**src/rtl/ld_pkg.sv**
```systemverilog
package ld_pkg;
    localparam int CNT_W  = 16;
    localparam int RES_W  = 23;
    localparam int BYTE_W = 8;

    typedef enum logic {
        MODE_ONESHOT = 1'b0,
        MODE_CONT    = 1'b1
    } mode_e;

    typedef enum logic [2:0] {
        WA_PER_LO = 3'd0,
        WA_PER_HI = 3'd1,
        WA_MODE   = 3'd2,
        WA_THR_LO = 3'd3,
        WA_THR_HI = 3'd4
    } wr_sel_e;

    typedef enum logic [1:0] {
        RA_RES_LO  = 2'd0,
        RA_RES_MID = 2'd1,
        RA_RES_HI  = 2'd2,
        RA_STATUS  = 2'd3
    } rd_sel_e;

    typedef struct packed {
        logic running;
        logic ready;
    } status_t;

    function automatic logic [BYTE_W-1:0] status_byte(input status_t s);
        return {{(BYTE_W-2){1'b0}}, s.running, s.ready};
    endfunction
endpackage

```
**src/rtl/ld_rectify.sv**
```systemverilog
module ld_rectify #(
    parameter int SAMPLE_W = 16,
    localparam int MAG_W   = SAMPLE_W - 1
) (
    input  logic signed [SAMPLE_W-1:0] sample,
    input  logic        [MAG_W-1:0]    threshold,
    output logic signed [SAMPLE_W-1:0] term
);
    localparam logic [SAMPLE_W-1:0] MOST_NEG = {1'b1, {(SAMPLE_W-1){1'b0}}};

    logic [SAMPLE_W-1:0] negated;
    logic [MAG_W-1:0]    mag;

    always_comb begin
        negated = -sample;
        if (!sample[SAMPLE_W-1])
            mag = sample[MAG_W-1:0];
        else if (sample == MOST_NEG)
            mag = {MAG_W{1'b1}};
        else
            mag = negated[MAG_W-1:0];
        term = $signed({1'b0, mag}) - $signed({1'b0, threshold});
    end
endmodule

```
**src/rtl/ld_period_ctrl.sv**
```systemverilog
module ld_period_ctrl
    import ld_pkg::*;
(
    input  logic             clk,
    input  logic             rst,
    input  logic             start,
    input  logic [CNT_W-1:0] period_in,
    input  mode_e            mode,
    input  logic             sample_valid,
    output logic             running,
    output logic             accept,
    output logic             terminal
);
    logic [CNT_W-1:0] cnt_q;
    logic [CNT_W-1:0] reload_q;
    logic             running_q;

    assign running  = running_q;
    assign accept   = running_q && sample_valid && !start;
    assign terminal = accept && (cnt_q == CNT_W'(1));

    always_ff @(posedge clk) begin
        if (rst) begin
            running_q <= 1'b0;
            cnt_q     <= '0;
            reload_q  <= '0;
        end else if (start) begin
            running_q <= (period_in != '0);
            cnt_q     <= period_in;
            reload_q  <= period_in;
        end else if (accept) begin
            if (cnt_q == CNT_W'(1)) begin
                cnt_q <= reload_q;
                if (mode == MODE_ONESHOT)
                    running_q <= 1'b0;
            end else begin
                cnt_q <= cnt_q - CNT_W'(1);
            end
        end
    end

    assert_oneshot_halt_R4: assert property (@(posedge clk) disable iff (rst)
        (terminal && mode == MODE_ONESHOT) |=> !running_q);

    assert_cont_reload_R5: assert property (@(posedge clk) disable iff (rst)
        (terminal && mode == MODE_CONT) |=> (running_q && cnt_q == $past(reload_q)));

    assert_count_live_R3: assert property (@(posedge clk) disable iff (rst)
        running_q |-> (cnt_q != '0));
endmodule

```
**src/rtl/ld_accum.sv**
```systemverilog
module ld_accum
    import ld_pkg::*;
#(
    parameter int SAMPLE_W = 16,
    localparam int ACC_W   = SAMPLE_W + CNT_W
) (
    input  logic                       clk,
    input  logic                       rst,
    input  logic                       start,
    input  logic                       accept,
    input  logic                       terminal,
    input  logic signed [SAMPLE_W-1:0] term,
    input  logic                       msb_read,
    output logic        [RES_W-1:0]    hold,
    output logic                       ready
);
    logic signed [ACC_W-1:0] acc_q;
    logic signed [ACC_W-1:0] sum;
    logic        [RES_W-1:0] hold_q;
    logic                    ready_q;

    assign sum   = acc_q + ACC_W'(term);
    assign hold  = hold_q;
    assign ready = ready_q;

    always_ff @(posedge clk) begin
        if (rst) begin
            acc_q <= '0;
        end else if (start || terminal) begin
            acc_q <= '0;
        end else if (accept) begin
            acc_q <= sum;
        end
    end

    always_ff @(posedge clk) begin
        if (rst) begin
            hold_q  <= '0;
            ready_q <= 1'b0;
        end else begin
            if (terminal)
                hold_q <= sum[ACC_W-1 -: RES_W];
            if (terminal)
                ready_q <= 1'b1;
            else if (msb_read)
                ready_q <= 1'b0;
        end
    end

    assert_restart_no_latch_R6: assert property (@(posedge clk) disable iff (rst)
        start |=> ($stable(hold_q) && !$rose(ready_q)));

    assert_set_wins_R8: assert property (@(posedge clk) disable iff (rst)
        terminal |=> ready_q);

    assert_msb_clears_R7: assert property (@(posedge clk) disable iff (rst)
        (msb_read && !terminal) |=> !ready_q);

    assert_period_fresh_R3: assert property (@(posedge clk) disable iff (rst)
        (start || terminal) |=> (acc_q == '0));
endmodule

```
**src/rtl/level_detector.sv**
```systemverilog
module level_detector
    import ld_pkg::*;
#(
    parameter int SAMPLE_W = 16
) (
    input  logic                clk,
    input  logic                rst,
    input  logic                sample_valid,
    input  logic [SAMPLE_W-1:0] sample_in,
    input  logic                wr_en,
    input  logic [2:0]          wr_addr,
    input  logic [7:0]          wr_data,
    input  logic                rd_en,
    input  logic [1:0]          rd_addr,
    output logic [7:0]          rd_data
);
    localparam int MAG_W = SAMPLE_W - 1;
    localparam int THR_W = 2 * BYTE_W;

    logic [BYTE_W-1:0]    per_lo_q;
    mode_e                mode_q;
    logic [THR_W-1:0]     thr_q;
    logic [BYTE_W-1:0]    rd_data_q;
    logic                 start;
    logic [CNT_W-1:0]     period_in;
    logic                 running, accept, terminal, msb_read, ready;
    logic signed [SAMPLE_W-1:0] term;
    logic [RES_W-1:0]     hold;
    logic [3*BYTE_W-1:0]  result24;
    status_t              status;

    assign start     = wr_en && (wr_addr == WA_PER_HI);
    assign period_in = CNT_W'({wr_data, per_lo_q});
    assign msb_read  = rd_en && (rd_addr == RA_RES_HI);
    assign result24  = {hold[RES_W-1], hold};
    assign status    = '{running: running, ready: ready};
    assign rd_data   = rd_data_q;

    always_ff @(posedge clk) begin
        if (rst) begin
            per_lo_q <= '0;
            mode_q   <= MODE_ONESHOT;
            thr_q    <= '0;
        end else if (wr_en) begin
            case (wr_addr)
                WA_PER_LO: per_lo_q <= wr_data;
                WA_MODE:   mode_q   <= mode_e'(wr_data[0]);
                WA_THR_LO: thr_q[BYTE_W-1:0]      <= wr_data;
                WA_THR_HI: thr_q[THR_W-1:BYTE_W]  <= wr_data;
                default: ;
            endcase
        end
    end

    always_ff @(posedge clk) begin
        if (rst) begin
            rd_data_q <= '0;
        end else if (rd_en) begin
            case (rd_addr)
                RA_RES_LO:  rd_data_q <= result24[7:0];
                RA_RES_MID: rd_data_q <= result24[15:8];
                RA_RES_HI:  rd_data_q <= result24[23:16];
                default:    rd_data_q <= status_byte(status);
            endcase
        end
    end

    ld_rectify #(.SAMPLE_W(SAMPLE_W)) u_rect (
        .sample    (sample_in),
        .threshold (thr_q[MAG_W-1:0]),
        .term      (term)
    );

    ld_period_ctrl u_ctrl (
        .clk          (clk),
        .rst          (rst),
        .start        (start),
        .period_in    (period_in),
        .mode         (mode_q),
        .sample_valid (sample_valid),
        .running      (running),
        .accept       (accept),
        .terminal     (terminal)
    );

    ld_accum #(.SAMPLE_W(SAMPLE_W)) u_acc (
        .clk      (clk),
        .rst      (rst),
        .start    (start),
        .accept   (accept),
        .terminal (terminal),
        .term     (term),
        .msb_read (msb_read),
        .hold     (hold),
        .ready    (ready)
    );

    assert_read_sign_R9: assert property (@(posedge clk) disable iff (rst)
        $past(rd_en && rd_addr == RA_RES_HI) |-> (rd_data[7] == rd_data[6]));
endmodule

```
**config.mk**
```make
export PLATFORM = sky130hd
export DESIGN_NAME = level_detector
export DESIGN_NICKNAME = d
export VERILOG_FILES = /design/src/rtl/ld_pkg.sv /design/src/rtl/ld_rectify.sv /design/src/rtl/ld_period_ctrl.sv /design/src/rtl/ld_accum.sv /design/src/rtl/level_detector.sv
export SDC_FILE = /design/constraint.sdc
export NUM_CORES = 1
export LEC_CHECK = 0
export BUFFER_PORTS_ARGS = -buffer_cell sky130_fd_sc_hd__buf_2
export CORE_ASPECT_RATIO = 1.4
export CORE_MARGIN = 5
export CORE_UTILIZATION = 55
export CTS_CLUSTER_SIZE = 30
export DETAILED_ROUTE_END_ITERATION = 8
export PLACE_DENSITY = 0.85
export SETUP_SLACK_MARGIN = 0.5
export SYNTH_ARGS = -nofsm -noshare
export SYNTH_HDL_FRONTEND = slang
export SYNTH_SLANG_ARGS = --single-unit
```
**constraint.sdc**
```tcl
create_clock -name clk -period 14.8 [get_ports clk]
set_input_delay 2.96 -clock clk [delete_from_list [all_inputs] [get_ports clk]]
set_output_delay 2.96 -clock clk [all_outputs]
set_load 0.01 [all_outputs]
```
==> reports/metrics.yaml, run 1 <==
detailed_routing:
  drt_iter0_drc: 533
  vias_per_cell: 6.03
  drt_pre_antenna_iters: 7
  wl_per_cell_um: 16.1
  via_count: 7388
  ant_nets: 0
  routed_wl_mm: 19.7
  route.detailed.drc: 0
timing:
  tns_ns: 0
  setup-violations-final: 0
  min_period_over_period: 0.575
  drv_slew: 0
  min_period_ns: 8.50
  timing.fmax_mhz: 118
  tightest_slew_ns: 1.04
  hold_viol: 0
  rsz0062_at_grt: "no"
  hold_ws_ns: 0.454
  fin_skew_ns: 0.0136
  slew_headroom: 0.304
floorplanning:
  num_rows: 51
  fp.dieH_um: 151
  coreArea_sq_um: 13900
  dieArea_sq_um: 16700
  start_util: 0.560
  io_pins: 42
  die_w_um: 111
global_route:
  grt_max_degree: 99
  grtUsageTotal: 0.237
  antenna_found_initial: 0
  use_met3: 0.0416
  grt_overflow: 0
  grt_use_met2: 0.425
  use_met1: 0.266
  grt_pass1_wl_mm: 32.9
  busiest_layer: "met2"
  grt_pass1_vias: 7212
clocking:
  cts_tree: "built"
  cts.sinks: 121
  clockRootBuffer: "clkbuf_16"
  clkTransAtPathRegs_ns: 0.06
  post_cts_resized: 0
  h-tree-depth: 4
  postCtsSetupBuffers: 0
  clkLatencyLatePin_ns: 0.43
  clockBufferDepth: 2
  numCtsBuffers: 17
  hold_buffers: 0
synthesis:
  synthArstFlopShare: 0
  yosysMostFrequentCell: "nand2_1"
  ys_warn_count: 0
  avgSynthCellArea_sq_um: 7.73
  ys.flop_type: "dfxtp_1"
  synth_area_leaders: "dfxtp_1 (31%), nand2_1 (9.0%), ha_1 (8.2%)"
  yosysUniqueCellTypes: 73
  syn-cell-area_sq_um: 7800
  synth_common_cells: "nand2_1 (186), a21oi_1 (121), dfxtp_1 (121), nor2_1 (85), ha_1 (51)"
  synthCells: 1009
  synth_edf_count: 0
  yosysTopAreaCellShare: 0.311
  synth_fp_nets: 1096
  synth-seq-cells: 121
  synth_seq_area_share: 0.311
  yosysTopAreaCell: "dfxtp_1"
setup_path:
  critPathKind: "in -> reg"
  timing.rr.end: "u_acc.hold[22]$_SDFFE_PP0P_"
  r2r_cells: 17
  timing.rr.start: "thr_q[1]$_SDFFE_PP0P_"
  end_kind: "register"
  crit_required_ns: 15.12
  cp-start-kind: "primary input"
  critical_path_arrival_ns: 8.82
  ff2ff_setup_slack_ns: 9.87
  cp_max_fo: 17
final_layout:
  area_delta_synth_final_pct: 11.0
  fill_cells: 1261
  diodes: 0
  nets: 1114
  multi_input_area_sq_um: 5060
  drive_gt1_frac: 0.108
  final-seq-area_sq_um: 2420
min_path:
  hold_depth: 2
  hold_end: "u_ctrl.reload_q[3]$_SDFFE_PP0P_"
  min-delay-start: "u_ctrl.reload_q[3]$_SDFFE_PP0P_"
  holdCritPathClass: "reg -> reg"
outcome:
  outcome: "completed"
place:
  dp_hpwl_mm: 13.8
  gp_congestion: 0.989
  portBuffers: 41
job:
  drv_cap: 0
power_and_ir_drop:
  seqPwrFrac: 0.358
  powerDensity_nw_per_um2: 109
  pwr-share-comb: 0.218
  vdd_drop_max_uv: 71.0
  p_int_uw: 643
  sw_frac_of_total: 0.318
  power_leakage_uw: 0.00354
  clock_power_share: 0.424
  netSwitchingPower_uw: 299
  total_power_uw: 942
how the worst max path moves through the flow:
| stage | end | depth (start not counted) | slack (ns) | startpoint |
|---|---|---|---|---|
| 6_report | u_acc.hold[22]$_SDFFE_PP0P_ | 24 | 6.30 | sample_in[0] |
| 5_1_grt | u_acc.hold[22]$_SDFFE_PP0P_ | 23 | 5.67 | sample_in[0] |
| 4_1_cts | u_acc.hold[22]$_SDFFE_PP0P_ | 24 | 6.32 | sample_in[0] |
| 3_5_place_dp | u_acc.hold[22]$_SDFFE_PP0P_ | 24 | 5.92 | sample_in[0] |
| 3_3_place_gp | u_acc.hold[22]$_SDFFE_PP0P_ | 24 | 6.12 | sample_in[0] |
| 2_1_floorplan | u_acc.hold[22]$_SDFFE_PP0P_ | 23 | 6.73 | sample_in[0] |
metal layers:
layer | up-vias | routed length, um | part of all wire
met5 | - | 0 | 0
met4 | 0 | 861 | 0.044
met3 | 65 | 1060 | 0.054
met2 | 239 | 9790 | 0.50
met1 | 3451 | 7970 | 0.41
li1 | 3633 | - | -
stage by stage:
step / worst slack, ns / utilization / std cells / area (sq um)
after floorplan: 6.73 / - / 1009 / 7800
after global placement: 6.12 / 0.582 / 1193 / 8090
after detailed placement: 5.92 / 0.582 / 1193 / 8090
after CTS: 6.32 / 0.622 / 1225 / 8660
after global routing: 5.67 / 0.622 / 1225 / 8660
final: 6.30 / 0.622 / 1225 / 8660
critical path: stages:
cell,delay [ns]
buf_2,0.12
inv_1,0.07
ha_1,0.17
nand2_1,0.07
or3_1,0.37
nor3_1,0.38
a31oi_1,0.13
a21oi_1,0.22
ha_1,0.26
nor2b_1,0.14
o2111ai_1,0.18
nand3_1,0.12
o41a_1,0.39
a311o_1,0.33
nand2_1,0.55
ha_1,0.43
a21o_1,0.20
a21o_4,0.24
a2111oi_4,0.28
nor3_1,0.11
a2111o_1,0.41
o21ai_2,0.16
xor3_1,0.24
a211oi_1,0.27
logic make-up (layout without fill, tap and decap cells):
logic type | after synthesis | count (layout) | share of synthesized area
and+or+nand+nor | 389 | 389 | 0.222
AOI/OAI and AO/OA | 293 | 293 | 0.251
DFF | 121 | 121 | 0.311
buffers and inverters | 82 | 113 | 0.0406
adders and majority gates | 53 | 53 | 0.0870
xor gates and xnor gates | 51 | 51 | 0.0592
muxes | 20 | 20 | 0.0289
flip-flops by register name (all words and copies together), names as in the netlist:
register,count
u_acc.hold,23
thr_q,15
u_acc.ready,1
u_ctrl.reload_q,16
mode_q,1
u_acc.acc_q,32
rd_data,8
u_ctrl.cnt_q,16
per_lo_q,8
u_ctrl.running,1
placed cells by master (no fill, tap or decap), types with 15 or more instances in the layout:
| cell type | instances |
|---|---|
| nand3_1 | 17 |
| mux2i_1 | 18 |
| xor2_1 | 27 |
| a21oi_1 | 121 |
| clkbuf_16 | 17 |
| ha_1 | 51 |
| dfxtp_1 | 121 |
| a21o_1 | 15 |
| buf_2 | 41 |
| o21ai_0 | 46 |
| xnor2_1 | 23 |
| nand2_1 | 186 |
| inv_1 | 33 |
| nor2_1 | 85 |
| nor3_1 | 29 |
power by group through the flow:
stage               Clock (uW)  Combinational, uW  Sequential, uW
detailed placement           0                200             344
CTS                        401                203             337
finish                     400                205             337
global placement             0                196             344
global route               418                227             338
floorplan                    0                156             343
layout make-up:
class                   instances  area share
multi-input cells             806       0.584
clock inverters                14      0.0156
well taps                     185      0.0267
repair buffers                 48      0.0298
flip-flops and latches        121       0.280
clock buffers                  18      0.0496
inverters                      33      0.0143
No activity file was read; power rests on OpenSTA's default activity.
==> run 2, diff against run 1 <==
--- a/config.mk
+++ b/config.mk
@@ -5,6 +5,7 @@
 export SDC_FILE = /design/constraint.sdc
 export NUM_CORES = 1
 export LEC_CHECK = 0
+export ABC_AREA = 1
 export BUFFER_PORTS_ARGS = -buffer_cell sky130_fd_sc_hd__buf_2
 export CORE_ASPECT_RATIO = 1.4
 export CORE_MARGIN = 5
==> constraint.sdc (replaced) <==
create_clock -name clk -period 8.35 [get_ports clk]
set_input_delay 1.67 -clock clk [delete_from_list [all_inputs] [get_ports clk]]
set_output_delay 1.67 -clock clk [all_outputs]
set_load 0.01 [all_outputs]
==> run 2 against run 1 <==
Against the previous run: cell count is 36% higher; total power increased by 88%; non-clock buffer count is 5 lower; largest power group unchanged.
==> reports/metrics.yaml, run 2 <==
power_and_ir_drop:
  netSwitchingPower_uw: 599  # +100%
  seqPwrFrac: 0.337  # -0.021
  powerDensity_nw_per_um2: 184  # +69%
  p_int_uw: 1180  # +83%
  vdd_drop_max_uv: 189  # +170%
  sw_frac_of_total: 0.337  # +0.0199
  clock_power_share: 0.432  # +0.008
  pwr-share-comb: 0.231  # +0.013
  power_leakage_uw: 0.00503  # +42%
synthesis:
  syn-cell-area_sq_um: 8760  # +12%
  synthArstFlopShare: 0  # unchanged
  synth_area_leaders: "dfxtp_1 (28%), nand2_1 (17%), inv_1 (10%)"
  synth-seq-cells: 121  # unchanged
  yosysMostFrequentCell: "nand2_1"
  synth_seq_area_share: 0.277  # -0.0341
  synth_fp_nets: 1512  # +38%
  synth_common_cells: "nand2_1 (405), inv_1 (234), nor2_1 (155), dfxtp_1 (121), nand3_1 (103)"
  synth_top_family_by_area: "simple AND/OR/NAND/NOR gates"
  yosys.area_share.simple: 0.340  # +0.118
  ys.flop_type: "dfxtp_1"
  avgSynthCellArea_sq_um: 6.15  # -20%
  yosysUniqueCellTypes: 43  # -41%
  synth_xor_xnor_area_share: 0.0360  # -0.0232
  synthCells: 1425  # +41%
  synth_edf_count: 0  # unchanged
  yosysTopAreaCell: "dfxtp_1"
  synthAdderAreaFrac: 0.0774  # -0.00954
  synthMuxAreaShare: 0  # -0.0289
  ys_warn_count: 0  # unchanged
  yosysTopAreaCellShare: 0.277  # -0.0341
  synth_compound_area_frac: 0.146  # -0.105
global_route:
  antenna_found_initial: 0  # unchanged
  grt_pass1_vias: 8919  # +24%
  grt_overflow: 0  # unchanged
  use_met1: 0.288  # +0.0226
  use_met3: 0.0376  # -0.00392
  busiest_layer: "met2"
  grt_pass1_wl_mm: 40.7  # +24%
  grt_use_met2: 0.481  # +0.0560
  grtUsageTotal: 0.270  # +0.0332
  grt_max_degree: 52  # -47%
clocking:
  numCtsBuffers: 17  # unchanged
  h-tree-depth: 4  # unchanged
  cts.sinks: 121  # unchanged
  clkTransAtPathRegs_ns: 0.06  # about the same
  clockBufferDepth: 2  # unchanged
  post_cts_resized: 0  # unchanged
  hold_buffers: 0  # unchanged
  cts_tree: "built"
  postCtsSetupBuffers: 0  # unchanged
  clkLatencyLatePin_ns: 0.43  # about the same
  clockRootBuffer: "clkbuf_16"
detailed_routing:
  vias_per_cell: 5.54  # -8.2%
  drt_pre_antenna_iters: 7  # unchanged
  ant_nets: 0  # unchanged
  drt_iter0_drc: 543  # +1.9%
  wl_per_cell_um: 14.9  # -7.4%
  via_count: 9222  # +25%
  route.detailed.drc: 0  # unchanged
  routed_wl_mm: 24.8  # +26%
setup_path:
  r2r_cells: 20  # +3
  critPathKind: "in -> reg"
  end_kind: "register"
  cp_max_fo: 16  # -1
  slowest_delay_ns: 0.49  # -0.06 ns
  crit_required_ns: 8.67  # -6.45 ns
  slowest_stage: "inv_1"
  cp_common_cell: "nand2_1"
  critical_path_arrival_ns: 6.53  # -2.29 ns
  cp-start-kind: "primary input"
timing:
  slew_headroom: 0.378  # +0.0732
  hold_viol: 0  # unchanged
  drv_slew: 0  # unchanged
  rsz0062_at_grt: "no"
  tns_ns: 0  # unchanged
  tightest_slew_ns: 0.928  # -0.109 ns
  setup-violations-final: 0  # unchanged
  fin_skew_ns: 0.0135  # -0.0000523 ns
  min_period_over_period: 0.743
  min_period_ns: 6.21
  timing.fmax_mhz: 161
final_layout:
  fin_util: 0.619  # -0.00360
  diodes: 0  # unchanged
  final_cell_mix: "nand2_1 (405), inv_1 (234), nor2_1 (155)"
  final_common_cell: "nand2_1"
  multi_input_area_sq_um: 5250  # +3.9%
  final-seq-area_sq_um: 2420  # unchanged
  largest_register_ffs: 32  # unchanged
  drive_gt1_frac: 0.0674  # -0.0403
  top_register: "u_acc.acc_q"
  nets: 1543  # +39%
  fill_cells: 1429  # +13%
  area_delta_synth_final_pct: 10.3
floorplanning:
  coreArea_sq_um: 15600  # +12%
  io_pins: 42  # unchanged
  start_util: 0.561  # +0.000645
  num_rows: 54  # +5.9%
  fp.dieH_um: 159  # +5.6%
  die_w_um: 117  # +5.4%
  dieArea_sq_um: 18600  # +11%
job:
  drv_cap: 0  # unchanged
place:
  portBuffers: 41  # unchanged
  gp_congestion: 1.03  # +4.6%
  dp_hpwl_mm: 18.1  # +31%
outcome:
  outcome: "completed"
min_path:
  holdCritPathClass: "reg -> reg"
  hold_depth: 2  # unchanged
==> run 2: changes by cell type in the layout (fill, tap and decap cells not counted), moves of 14 or more <==
cell     change
a21oi_1     -20
inv_1      +201
mux2i_1     -18
nand2_1    +219
nand3_1     +86
nor2_1      +70
nor3_1      -14
o21ai_0     +29
==> run 2: power groups by stage <==
stage          Combinational [uW]  Clock [uW]  Sequential, uW
6_report                      409         767             598
5_1_grt                       460         794             599
4_1_cts                       402         768             598
3_5_place_dp                  396           0             610
3_3_place_gp                  392           0             610
2_1_floorplan                 303           0             608
==> run 2: worst paths after layout <==
path,startpoint,endpoint,slack [ns]
worst max-delay path,sample_in[1],u_acc.hold[18]$_SDFFE_PP0P_,2.14
worst min-delay path,u_ctrl.reload_q[6]$_SDFFE_PP0P_,u_ctrl.reload_q[6]$_SDFFE_PP0P_,0.46
worst max register to register,thr_q[0]$_SDFFE_PP0P_,u_acc.hold[13]$_SDFFE_PP0P_,4.62
worst min register to register,u_ctrl.reload_q[6]$_SDFFE_PP0P_,u_ctrl.reload_q[6]$_SDFFE_PP0P_,0.46
==> run 2: layer usage <==
layer / part of all wire / up-vias
li1: - / 4598
met1: 0.38 / 4187
met2: 0.51 / 331
met3: 0.047 / 106
met4: 0.064 / 0
met5: 0 / -
==> run 2: metrics by stage <==
| step | worst slack, ns | hold slack [ns] | instances | power, uW | instance area, sq um |
|---|---|---|---|---|---|
| 2_1_floorplan | 3.04 | 0.428 | 1425 | 911 | 8760 |
| 5_1_grt | 1.69 | 0.485 | 1665 | 1850 | 9660 |
| 4_1_cts | 2.25 | 0.464 | 1665 | 1770 | 9660 |
| 6_report | 2.14 | 0.462 | 1665 | 1770 | 9660 |
| 3_5_place_dp | 1.89 | 0.454 | 1633 | 1010 | 9050 |
| 3_3_place_gp | 1.98 | 0.449 | 1633 | 1000 | 9050 |
==> run 2: layout make-up <==
type,count,share of cell area
Inverter,241,0.0943
Clock inverter,15,0.0185
Timing Repair Buffer,43,0.0228
Clock buffer,17,0.0441
Tap cell,196,0.0254
Multi-Input combinational cell,1032,0.544
Sequential cell,121,0.251
==> run 2: critical path, delay by kind of cell <==
| family | cells | cell delay (ns) |
|---|---|---|
| AO/OA/AOI/OAI | 4 | 0.87 |
| AND/OR/NAND/NOR | 19 | 2.36 |
| adder cells (fa/ha/maj) | 3 | 0.91 |
| buffers and inverters | 4 | 0.70 |
==> run 2: kinds of logic (layout without fill, tap and decap cells) <==
group           after synthesis  count (layout)
fa+ha+maj                    53              53
xor+xnor                     36              36
compound gates              228             228
flops                       121             121
buf+inv                     272             316
simple gates                715             715
==> run 3, diff against run 2 <==
--- a/config.mk
+++ b/config.mk
@@ -12,7 +12,7 @@
 export CORE_UTILIZATION = 55
 export CTS_CLUSTER_SIZE = 30
 export DETAILED_ROUTE_END_ITERATION = 8
-export PLACE_DENSITY = 0.85
+export PLACE_DENSITY = 0.87
 export SETUP_SLACK_MARGIN = 0.5
 export SYNTH_ARGS = -nofsm -noshare
 export SYNTH_HDL_FRONTEND = slang
==> constraint.sdc (replaced) <==
create_clock -name clk -period 5.3 [get_ports clk]
set_input_delay 1.06 -clock clk [delete_from_list [all_inputs] [get_ports clk]]
set_output_delay 1.06 -clock clk [all_outputs]
set_load 0.01 [all_outputs]
==> run 3 against run 2 <==
Against the previous run: the run now ends with DRC left; clock skew rose by 0.0029 ns; non-clock buffer count rose by 37; critical endpoint is now u_acc.acc_q[21]$_SDFFE_PP0P_; die area did not move; global-route usage rose by 0.51 points; combinational power rose by 140%.
==> reports/metrics.yaml, run 3 (synthesized netlist as in run 2, its figures left out) <==
detailed_routing:
  route.detailed.drc: 1  # +1
  drt_iter0_drc: 1114  # +110%
  vias_per_cell: 5.98  # +8.0%
  via_count: 10200  # +10%
  ant_nets: 0  # unchanged
  routed_wl_mm: 30.9  # +25%
  wl_per_cell_um: 18.2  # +22%
  drt_pre_antenna_iters: 9  # +2
power_and_ir_drop:
  total_power_uw: 3080  # +73%
  power_leakage_uw: 0.00539  # +7.2%
  p_int_uw: 1960  # +67%
  vdd_drop_max_uv: 314  # +66%
  netSwitchingPower_uw: 1110  # +86%
  clock_power_share: 0.368  # -0.064
  pwr-share-comb: 0.325  # +0.094
  powerDensity_nw_per_um2: 275  # +50%
  sw_frac_of_total: 0.362  # +0.0247
  seqPwrFrac: 0.307  # -0.030
final_layout:
  largest_register_ffs: 32  # unchanged
  instances_no_fill: 1700  # +2.1%
  top_register: "u_acc.acc_q"
  nets: 1580  # +2.4%
  drive_gt1_frac: 0.235  # +0.168
  area_delta_synth_final_pct: 27.5
  diodes: 0  # unchanged
  final_common_cell: "nand2_1"
  final_cell_mix: "nand2_1 (324), inv_1 (224), nor2_1 (130)"
clocking:
  clockRootBuffer: "clkbuf_16"
  clkTransAtPathRegs_ns: 0.06  # about the same
  numCtsBuffers: 17  # unchanged
  hold_buffers: 0  # unchanged
  clkLatencyLatePin_ns: 0.43  # about the same
  cts.sinks: 121  # unchanged
  clockBufferDepth: 2  # unchanged
  cts_tree: "built"
  h-tree-depth: 4  # unchanged
floorplanning:
  start_util: 0.561  # unchanged
  dieArea_sq_um: 18600  # unchanged
  io_pins: 42  # unchanged
  coreArea_sq_um: 15600  # unchanged
  fp.dieH_um: 159  # unchanged
  num_rows: 54  # unchanged
  die_w_um: 117  # unchanged
timing:
  setup-violations-final: 0  # unchanged
  slew_headroom: 0.362  # -0.0156
  hold_viol: 0  # unchanged
  fin_ws_ns: 0.330  # -1.81 ns
  timing.fmax_mhz: 201
  min_period_ns: 4.97
  drv_slew: 0  # unchanged
  min_period_over_period: 0.938
  tightest_slew_ns: 0.951  # +0.0232 ns
  rsz0062_at_grt: "yes"
  fin_skew_ns: 0.0165  # +0.00293 ns
setup_path:
  cp_max_fo: 4  # -12
  end_kind: "register"
  critical_path_arrival_ns: 5.29  # -1.24 ns
  slowest_stage: "fa_2"
  slowest_delay_ns: 0.42  # -0.07 ns
  crit_required_ns: 5.62  # -3.05 ns
  critPathKind: "in -> reg"
  cp-start-kind: "primary input"
job:
  drv_cap: 0  # unchanged
place:
  gp_congestion: 1.00  # -2.9%
  dp_hpwl_mm: 18.5  # +2.0%
  portBuffers: 41  # unchanged
  dpl_worst_slack_ns: -0.0247  # -1.92 ns
  place_inst: 1648  # +0.92%
global_route:
  grtUsageTotal: 0.275  # +0.00509
  grt_pass1_wl_mm: 41.6  # +2.2%
  antenna_found_initial: 0  # unchanged
  grt_max_degree: 52  # unchanged
  grt_overflow: 0  # unchanged
  grt_pass1_vias: 9066  # +1.6%
outcome:
  outcome: "finished with violations"
  violations: "DRC"
min_path:
  holdCritPathClass: "reg -> reg"
run 3: final timing paths:
path | startpoint | endpoint | slack, ns | depth (start not counted)
worst max-delay path | sample_in[1] | u_acc.acc_q[21]$_SDFFE_PP0P_ | 0.33 | 30
worst min-delay path | rd_data[3]$_SDFFE_PP0P_ | rd_data[3]$_SDFFE_PP0P_ | 0.46 | 2
worst max register to register | thr_q[3]$_SDFFE_PP0P_ | u_acc.acc_q[21]$_SDFFE_PP0P_ | 1.72 | 22
worst min register to register | rd_data[3]$_SDFFE_PP0P_ | rd_data[3]$_SDFFE_PP0P_ | 0.46 | 2
run 3: through the flow:
stage / TNS (ns) / util / hold slack [ns] / instance area [sq um]
after global placement: 0 / 0.588 / 0.449 / 9180
after floorplan: 0 / - / 0.428 / 8760
after detailed placement: -0.0275 / 0.588 / 0.452 / 9180
after global routing: 0 / 0.715 / 0.480 / 11200
after CTS: 0 / 0.625 / 0.461 / 9750
final: 0 / 0.715 / 0.461 / 11200
run 3: power groups by stage:
stage | registers [uW] | clock network [uW] | logic [uW]
5_1_grt | 945 | 1170 | 1070
4_1_cts | 942 | 1120 | 667
3_5_place_dp | 961 | 0 | 657
3_3_place_gp | 961 | 0 | 645
6_report | 944 | 1130 | 999
2_1_floorplan | 958 | 0 | 477
run 3: cell type report:
cell class	instances	area, sq um
Clock buffer	18	439
Clock inverter	12	119
Fill cell	1119	4440
Inverter	241	921
Multi-Input combinational cell	1032	6460
Sequential cell	121	2420
Tap cell	196	245
Timing Repair Buffer	80	564
run 3: critical path: cells and delay by family:
kind / cells / cell delay (ns)
AO/OA/AOI/OAI: 3 / 0.52
XOR/XNOR: 1 / 0.15
adder cells (fa/ha/maj): 4 / 1.11
buffers and inverters: 4 / 0.36
AND/OR/NAND/NOR: 18 / 2.08
run 3: repair_timing:
item                                    CTS  global route
gates resized for setup                   6           295
cloned                                    0             2
setup buffers                             0            20
pin swaps                                 0           111
endpoints found under the hold margin     0             0
endpoints found under the setup margin   25            46
run 3: routing by layer:
| metal | share of wire | track usage | wire [um] |
|---|---|---|---|
| met5 | 0 | 0 | 0 |
| met4 | 0.093 | 0.182 | 2860 |
| met3 | 0.073 | 0.0365 | 2260 |
| met2 | 0.50 | 0.487 | 15300 |
| met1 | 0.34 | 0.296 | 10500 |
